$ cat src/rtl/ti_round_pkg.sv
// Shared constants, controller state type and tap-index arithmetic for the
// three-share bit-serial round engine. Assumes rotation amounts below WORD_W
// are meaningful; larger values wrap modulo the word width.
package ti_round_pkg;

    localparam int NUM_SHARES = 3;
    localparam int ROT_LIN    = 2;  // linear rotate term
    localparam int ROT_AND_A  = 1;  // first AND operand rotation
    localparam int ROT_AND_B  = 8;  // second AND operand rotation

    typedef enum logic [1:0] {
        ST_IDLE = 2'd0,
        ST_RUN  = 2'd1,
        ST_DONE = 2'd2
    } ctrl_state_e;

    // Bit position of rol(word, rot) at output position idx: idx - rot mod width.
    function automatic int unsigned tap_index(input int unsigned idx,
                                              input int unsigned rot,
                                              input int unsigned width);
        return (idx + width - (rot % width)) % width;
    endfunction

endpackage

$ cat src/rtl/ti_share_func.sv
// Combinational cross-share round function for one output share bit.
// Uses only two input shares (x and y) plus the right bit and key bit of x.
// Assumes both left words are stable for the whole round.
module ti_share_func
    import ti_round_pkg::*;
#(
    parameter int WORD_W = 16,
    parameter int IDX_W  = 4
) (
    input  logic [WORD_W-1:0] x_left,
    input  logic [WORD_W-1:0] y_left,
    input  logic              x_right_bit,
    input  logic              x_key_bit,
    input  logic [IDX_W-1:0]  idx,
    output logic              new_bit
);

    logic [IDX_W-1:0] i_lin;
    logic [IDX_W-1:0] i_a;
    logic [IDX_W-1:0] i_b;
    logic x_lin, x_a, x_b, y_a, y_b;

    // Purpose: locate the rotated taps for the current bit position.
    always_comb begin
        i_lin = IDX_W'(tap_index(32'(idx), ROT_LIN,   WORD_W));
        i_a   = IDX_W'(tap_index(32'(idx), ROT_AND_A, WORD_W));
        i_b   = IDX_W'(tap_index(32'(idx), ROT_AND_B, WORD_W));
    end

    // Purpose: combine the taps into the new bit of this share.
    always_comb begin
        x_lin   = x_left[i_lin];
        x_a     = x_left[i_a];
        x_b     = x_left[i_b];
        y_a     = y_left[i_a];
        y_b     = y_left[i_b];
        new_bit = x_right_bit ^ x_lin ^ (x_a & x_b) ^ (x_a & y_b)
                ^ (y_a & x_b) ^ x_key_bit;
    end

endmodule

$ cat src/rtl/ti_share_bank.sv
// Two-word storage for one share lane. One bank holds the old left word for
// the current round; the other holds the right word and is overwritten one
// bit per cycle with the new left word. Roles swap when old_sel toggles.
// Assumes the controller clears old_sel on every load.
module ti_share_bank #(
    parameter int WORD_W = 16,
    parameter int IDX_W  = 4
) (
    input  logic              clk,
    input  logic              rst_n,
    input  logic              load,
    input  logic [WORD_W-1:0] load_left,
    input  logic [WORD_W-1:0] load_right,
    input  logic              wr_en,
    input  logic [IDX_W-1:0]  wr_idx,
    input  logic              wr_bit,
    input  logic              old_sel,
    output logic [WORD_W-1:0] left_word,
    output logic [WORD_W-1:0] right_word,
    output logic              right_bit
);

    logic [1:0][WORD_W-1:0] bank;

    // Purpose: load both words, or write one new left bit into the spare bank.
    always_ff @(posedge clk) begin
        if (!rst_n) begin
            bank <= '0;
        end else if (load) begin
            bank[0] <= load_left;
            bank[1] <= load_right;
        end else if (wr_en) begin
            bank[~old_sel][wr_idx] <= wr_bit;
        end
    end

    // Purpose: present the current left/right views and the right bit in use.
    always_comb begin
        left_word  = bank[old_sel];
        right_word = bank[~old_sel];
        right_bit  = right_word[wr_idx];
    end

endmodule

$ cat src/rtl/ti_round_ctrl.sv
// Single controller shared by all share lanes: bit index within the round,
// round counter, bank-role select and done state. A start always wins and
// restarts from round 0, bit 0.
module ti_round_ctrl
    import ti_round_pkg::*;
#(
    parameter int WORD_W = 16,
    parameter int ROUNDS = 32,
    parameter int IDX_W  = 4,
    parameter int RND_W  = 5
) (
    input  logic             clk,
    input  logic             rst_n,
    input  logic             start,
    output logic             load,
    output logic             wr_en,
    output logic [IDX_W-1:0] bit_idx,
    output logic             old_sel,
    output logic             round_end,
    output logic             done
);

    localparam logic [IDX_W-1:0] LAST_IDX = IDX_W'(WORD_W - 1);
    localparam logic [RND_W-1:0] LAST_RND = RND_W'(ROUNDS - 1);

    ctrl_state_e      state;
    logic [RND_W-1:0] round_cnt;

    // Purpose: decode per-cycle strobes from the state.
    always_comb begin
        load      = start;
        wr_en     = (state == ST_RUN) && !start;
        round_end = wr_en && (bit_idx == LAST_IDX);
        done      = (state == ST_DONE);
    end

    // Purpose: advance bit index, round count and bank roles.
    always_ff @(posedge clk) begin
        if (!rst_n) begin
            state     <= ST_IDLE;
            bit_idx   <= '0;
            round_cnt <= '0;
            old_sel   <= 1'b0;
        end else if (start) begin
            state     <= ST_RUN;
            bit_idx   <= '0;
            round_cnt <= '0;
            old_sel   <= 1'b0;
        end else if (wr_en) begin
            if (bit_idx == LAST_IDX) begin
                bit_idx <= '0;
                old_sel <= ~old_sel;
                if (round_cnt == LAST_RND) begin
                    state     <= ST_DONE;
                    round_cnt <= '0;
                end else begin
                    round_cnt <= round_cnt + 1'b1;
                end
            end else begin
                bit_idx <= bit_idx + 1'b1;
            end
        end
    end

endmodule

$ cat src/rtl/ti_round_core.sv
// Top of the three-share masked bit-serial round engine. Three lanes, each
// with its own bank and cross-share function, run under one controller.
// Lane i is computed from lanes (i+1) mod 3 and (i+2) mod 3 only.
// Assumes the caller supplies valid masked shares and key-share bits.
module ti_round_core
    import ti_round_pkg::*;
#(
    parameter int WORD_W = 16,
    parameter int ROUNDS = 32
) (
    input  logic              clk,
    input  logic              rst_n,
    input  logic              start,
    input  logic [WORD_W-1:0] in_left_s0,
    input  logic [WORD_W-1:0] in_left_s1,
    input  logic [WORD_W-1:0] in_left_s2,
    input  logic [WORD_W-1:0] in_right_s0,
    input  logic [WORD_W-1:0] in_right_s1,
    input  logic [WORD_W-1:0] in_right_s2,
    input  logic              key_s0,
    input  logic              key_s1,
    input  logic              key_s2,
    output logic [WORD_W-1:0] out_left_s0,
    output logic [WORD_W-1:0] out_left_s1,
    output logic [WORD_W-1:0] out_left_s2,
    output logic [WORD_W-1:0] out_right_s0,
    output logic [WORD_W-1:0] out_right_s1,
    output logic [WORD_W-1:0] out_right_s2,
    output logic              done
);

    localparam int IDX_W = (WORD_W > 1) ? $clog2(WORD_W) : 1;
    localparam int RND_W = (ROUNDS > 1) ? $clog2(ROUNDS) : 1;

    logic [NUM_SHARES-1:0][WORD_W-1:0] ld_left_all;
    logic [NUM_SHARES-1:0][WORD_W-1:0] ld_right_all;
    logic [NUM_SHARES-1:0][WORD_W-1:0] ct_left_all;
    logic [NUM_SHARES-1:0][WORD_W-1:0] ct_right_all;
    logic [NUM_SHARES-1:0]             key_all;
    logic [NUM_SHARES-1:0]             right_bit_all;
    logic [NUM_SHARES-1:0]             new_bit_all;

    logic             load_w;
    logic             wr_en_w;
    logic [IDX_W-1:0] bit_idx_w;
    logic             old_sel_w;
    logic             round_end_w;

    // Purpose: gather per-share ports into indexable arrays.
    always_comb begin
        ld_left_all  = {in_left_s2, in_left_s1, in_left_s0};
        ld_right_all = {in_right_s2, in_right_s1, in_right_s0};
        key_all      = {key_s2, key_s1, key_s0};
    end

    ti_round_ctrl #(
        .WORD_W (WORD_W),
        .ROUNDS (ROUNDS),
        .IDX_W  (IDX_W),
        .RND_W  (RND_W)
    ) u_ctrl (
        .clk       (clk),
        .rst_n     (rst_n),
        .start     (start),
        .load      (load_w),
        .wr_en     (wr_en_w),
        .bit_idx   (bit_idx_w),
        .old_sel   (old_sel_w),
        .round_end (round_end_w),
        .done      (done)
    );

    for (genvar g = 0; g < NUM_SHARES; g++) begin : g_share
        localparam int XS = (g + 1) % NUM_SHARES;
        localparam int YS = (g + 2) % NUM_SHARES;

        ti_share_bank #(
            .WORD_W (WORD_W),
            .IDX_W  (IDX_W)
        ) u_bank (
            .clk        (clk),
            .rst_n      (rst_n),
            .load       (load_w),
            .load_left  (ld_left_all[g]),
            .load_right (ld_right_all[g]),
            .wr_en      (wr_en_w),
            .wr_idx     (bit_idx_w),
            .wr_bit     (new_bit_all[g]),
            .old_sel    (old_sel_w),
            .left_word  (ct_left_all[g]),
            .right_word (ct_right_all[g]),
            .right_bit  (right_bit_all[g])
        );

        ti_share_func #(
            .WORD_W (WORD_W),
            .IDX_W  (IDX_W)
        ) u_func (
            .x_left      (ct_left_all[XS]),
            .y_left      (ct_left_all[YS]),
            .x_right_bit (right_bit_all[XS]),
            .x_key_bit   (key_all[XS]),
            .idx         (bit_idx_w),
            .new_bit     (new_bit_all[g])
        );
    end

    // Purpose: drive the per-share output ports.
    always_comb begin
        out_left_s0  = ct_left_all[0];
        out_left_s1  = ct_left_all[1];
        out_left_s2  = ct_left_all[2];
        out_right_s0 = ct_right_all[0];
        out_right_s1 = ct_right_all[1];
        out_right_s2 = ct_right_all[2];
    end

endmodule

$ cat config.mk
export PLATFORM = sky130hd
export DESIGN_NAME = ti_round_core
export DESIGN_NICKNAME = d
export VERILOG_FILES = /design/src/rtl/ti_round_pkg.sv /design/src/rtl/ti_share_func.sv /design/src/rtl/ti_share_bank.sv /design/src/rtl/ti_round_ctrl.sv /design/src/rtl/ti_round_core.sv
export SDC_FILE = /design/constraint.sdc
export NUM_CORES = 1
export LEC_CHECK = 0
export BUFFER_PORTS_ARGS = -buffer_cell sky130_fd_sc_hd__buf_2
export CAP_MARGIN = 20
export CORE_MARGIN = 2
export CORE_UTILIZATION = 55
export DETAILED_ROUTE_END_ITERATION = 10
export HOLD_SLACK_MARGIN = 0.12
export PLACE_DENSITY = 0.79
export SLEW_MARGIN = 30
export SYNTH_ARGS = -nofsm -noshare
export SYNTH_HDL_FRONTEND = slang
export SYNTH_SLANG_ARGS = --single-unit
$ cat constraint.sdc
create_clock -name clk -period 13.1 [get_ports clk]
set_input_delay 0.655 -clock clk [delete_from_list [all_inputs] [get_ports clk]]
set_output_delay 0.655 -clock clk [all_outputs]
set_load 0.1 [all_outputs]
==> metrics.md <==
| Metric | Value |
|---|---|
| Startpoint types | flip-flop |
| Longest Clk Path Bufs | 2 |
| Worst vdd ir | 0.0651 mV |
| Combinational fraction of design power | 0.330 |
| Routability cong. | around 0.98 |
| Cell area after synthesis | 0.00916 mm^2 |
| H-tree depth | 3 |
| #FFs+latches synth | 108 |
| PortBufs | just under 200 |
| Rel. slew slack | 0.358 |
| Starting Density | 0.558 |
| DR vias | 9833 |
| Area Growth Syn to Fin | 13.9% |
| Antenna violations before repair | 1 |
| Fill cell count | between 1000 and 1500 |
| Cts hold-fix bufs | 0 |
| Worst EP arrival | 5.74 ns |
| Measured slew at the worst slew-check pin | slightly below 1 ns |
| Met2 Use GR | 0.559 |
| Router iterations before antenna repair | 6 |
| Num ports | 199 |
| # clock sinks | approximately 110 |
| Top cells by area, synth | dfxtp_1 24%, mux4_2 17%, nand2_1 13% |
| Post-Route WL | between 30 and 40 mm |
| CP most frequent cell | mux4_2 |
| Number of global-route vias before repair | ~9000 |
| Clock root cell | clkbuf_16 |
| Total power | 982 uW |
| CTS Buf Count | 9 |
| Met1 usage | 0.505 |
| Seq/Total Area, Yosys | 0.236 |
| DP Wirelength | about 24 mm |
| Core area | 0.0164 mm^2 |
| Sum Neg Setup Slack | 0 ns |
| CTS resizes | 0 |
| NumNets Final | 1367 |
| Die height | around 130 um |
| Yosys top cell area share | 0.236 |
| Clk_lat worst skew | between 0.3 and 0.4 ns |
| DRC violations left | 0 |
| Final worst-path cycle share | 0.420 |
| First-pass GRT wire length | slightly above 50 mm |
| RSZ-0062 raised after global routing | false |
| Sw Ratio | 0.415 |
| Share of cells above drive strength 1 | 0.324 |
| Outcome | finished clean |
| CP peak stage delay | ~0.77 ns |
| Synth async-reset ratio | 0 |
| Die Area | 0.0177 mm^2 |
| Rows | 47 |
| Crit Path Class | flip-flop to flip-flop |
| Synth Flop Type | dfxtp_1 |
| Die Wd | around 130 um |
| Lkg Pwr | between 4 and 5 nW |
| Worst Clk Skew | 0.0111 ns |
| Final ANT Viol Nets | 0 |
| Net switching power | ~400 uW |
| Hold Path Class | flip-flop to flip-flop |
| Cell Chain, Critical Path | clkinv_1 -> ha_1 -> a21boi_2 -> xnor2_2 -> mux4_2 -> mux4_2 -> o21a_1 -> o31ai_4 -> xor2_1 -> buf_4 -> o21ai_0 |
| Fmax | around 180 MHz |
| CTS tree | built |
| Final slew viol count | 0 |
| Final setup viols | 0 |
| Final hold viol count | 0 |
| PwrDens | approximately 94 mW/mm^2 |
| Post-CTS setup buffers | 0 |
| Mapped Nets | approximately 1200 |
| Synth Instances | 1127 |
| Post-synth EDFFs | 0 |
| Synth Warn # | 0 |
| Slowest cell on the critical path | xor2_1 |
| DR iter-0 viols | 1367 |
| CP Max Fanout | 21 |
| Vias per std cell | about 6.6 |
| Synth cell types | 53 |
| Top cells by count, synth | 318 x nand2_1, 179 x o21ai_0, 108 x dfxtp_1, 98 x mux2_2, 71 x mux4_2 |
| Global routing's busiest layer | met2 |
| Largest net degree at the start of global routing | 130 |
| Max-cap viol count | 0 |
| Top-count cell post-synth | nand2_1 |
| Final min period | 5.50 ns |
| Crit path required time | approximately 13 ns |
| Power share of the sequential group | 0.385 |
| Global route overflow | 0 |
| Syn Area/Cell | approximately 8 um^2 |
| GR Util met3 | 0.114 |
| Gr usage total | 0.380 |
| Clk slew on worst S/H paths | about 0.08 ns |
| CP Capture Type | flip-flop |
| Top cell type by total area after synthesis | dfxtp_1 |
| Post-DR wirelength/cell | 22.9 um |
| Clock share of power | 0.285 |
| Cell internal pwr | 574 uW |
-- worst max-delay path, delay by kind of cell, from the launching register on --
family	cells	cell delay [ns]
xor+xnor	2	1.40
mux	2	1.15
buf+inv	2	1.03
compound gates	4	0.90
fa+ha+maj	1	0.54
flops	1	0.33
-- power groups by stage --
| stage | Clock (mW) | Combinational, mW | Sequential (mW) |
|---|---|---|---|
| final | 0.280 | 0.324 | 0.379 |
| after global routing | 0.291 | 0.340 | 0.379 |
| after CTS | 0.277 | 0.317 | 0.375 |
| after detailed placement | 0 | 0.317 | 0.383 |
| after global placement | 0 | 0.314 | 0.382 |
| after floorplan | 0 | 0.246 | 0.367 |
-- cells in the final DEF, fill, tap and decap left out, types with 5 or more instances in the layout --
master and instances:
o21ai_1 12, ha_1 10, o22ai_1 6, buf_2 197, nor2_1 21, and2_1 5
nor2b_1 5, mux2_2 98, xnor2_1 6, nand3_1 68, clkbuf_16 9, buf_4 12
mux4_2 71, nor3_1 7, xor2_1 5, o21ai_0 179, mux2i_1 33, a21oi_1 13
nand2_1 318, nand4_1 6, dfxtp_1 105, nand2b_1 9, a2bb2oi_1 8
-- area by class of cell --
type	instances	area, um^2	share of cell area
Multi-Input combinational cell	920	6570	0.630
Sequential cell	108	2170	0.208
Timing Repair Buffer	212	1110	0.107
Tap cell	220	275	0.0264
Clock buffer	12	256	0.0246
Clock inverter	4	32.5	0.00312
Inverter	4	15.0	0.00144
Antenna cell	1	2.50	0.000240
-- layer usage --
metal,vias up,wire length (um)
met1,4583,12600
li1,4321,-
met4,0,2010
met5,-,0
met2,787,14600
met3,142,4710
-- cell families after synthesis --
logic type,synth area share
DFF,0.236
and+or+nand+nor,0.210
xor gates and xnor gates,0.0142
adders and majority gates,0.0137
muxes,0.331
AOI/OAI and AO/OA,0.145
buffers and inverters,0.0497
-- flip-flops by register name, summed over array words and instances (netlist names) --
signal	count
g_share.u_bank.bank	96
u_ctrl.bit_idx	4
u_ctrl.old_sel	1
u_ctrl.round_cnt	5
u_ctrl.state	2
-- stage by stage --
step	util	hold slack [ns]	cell area, um^2	instances	setup WS, ns
floorplan	-	0.441	9160	1127	8.80
global placement	0.617	0.446	10100	1463	7.95
detailed placement	0.617	0.454	10100	1463	7.78
CTS	0.635	0.464	10400	1479	7.75
global route	0.636	0.486	10400	1480	7.43
finish	0.636	0.466	10400	1481	7.60
-- worst paths after layout --
check,depth (start not counted),slack (ns),end,from
max reg2reg,11,7.60,g_share[0].u_bank.bank[26],u_ctrl.bit_idx[1]
min reg2reg,2,0.47,u_ctrl.round_cnt[4],u_ctrl.round_cnt[4]
max,11,7.60,g_share[0].u_bank.bank[26],u_ctrl.bit_idx[1]
min,2,0.47,u_ctrl.round_cnt[4],u_ctrl.round_cnt[4]
No activity file was read; power rests on OpenSTA's default activity.
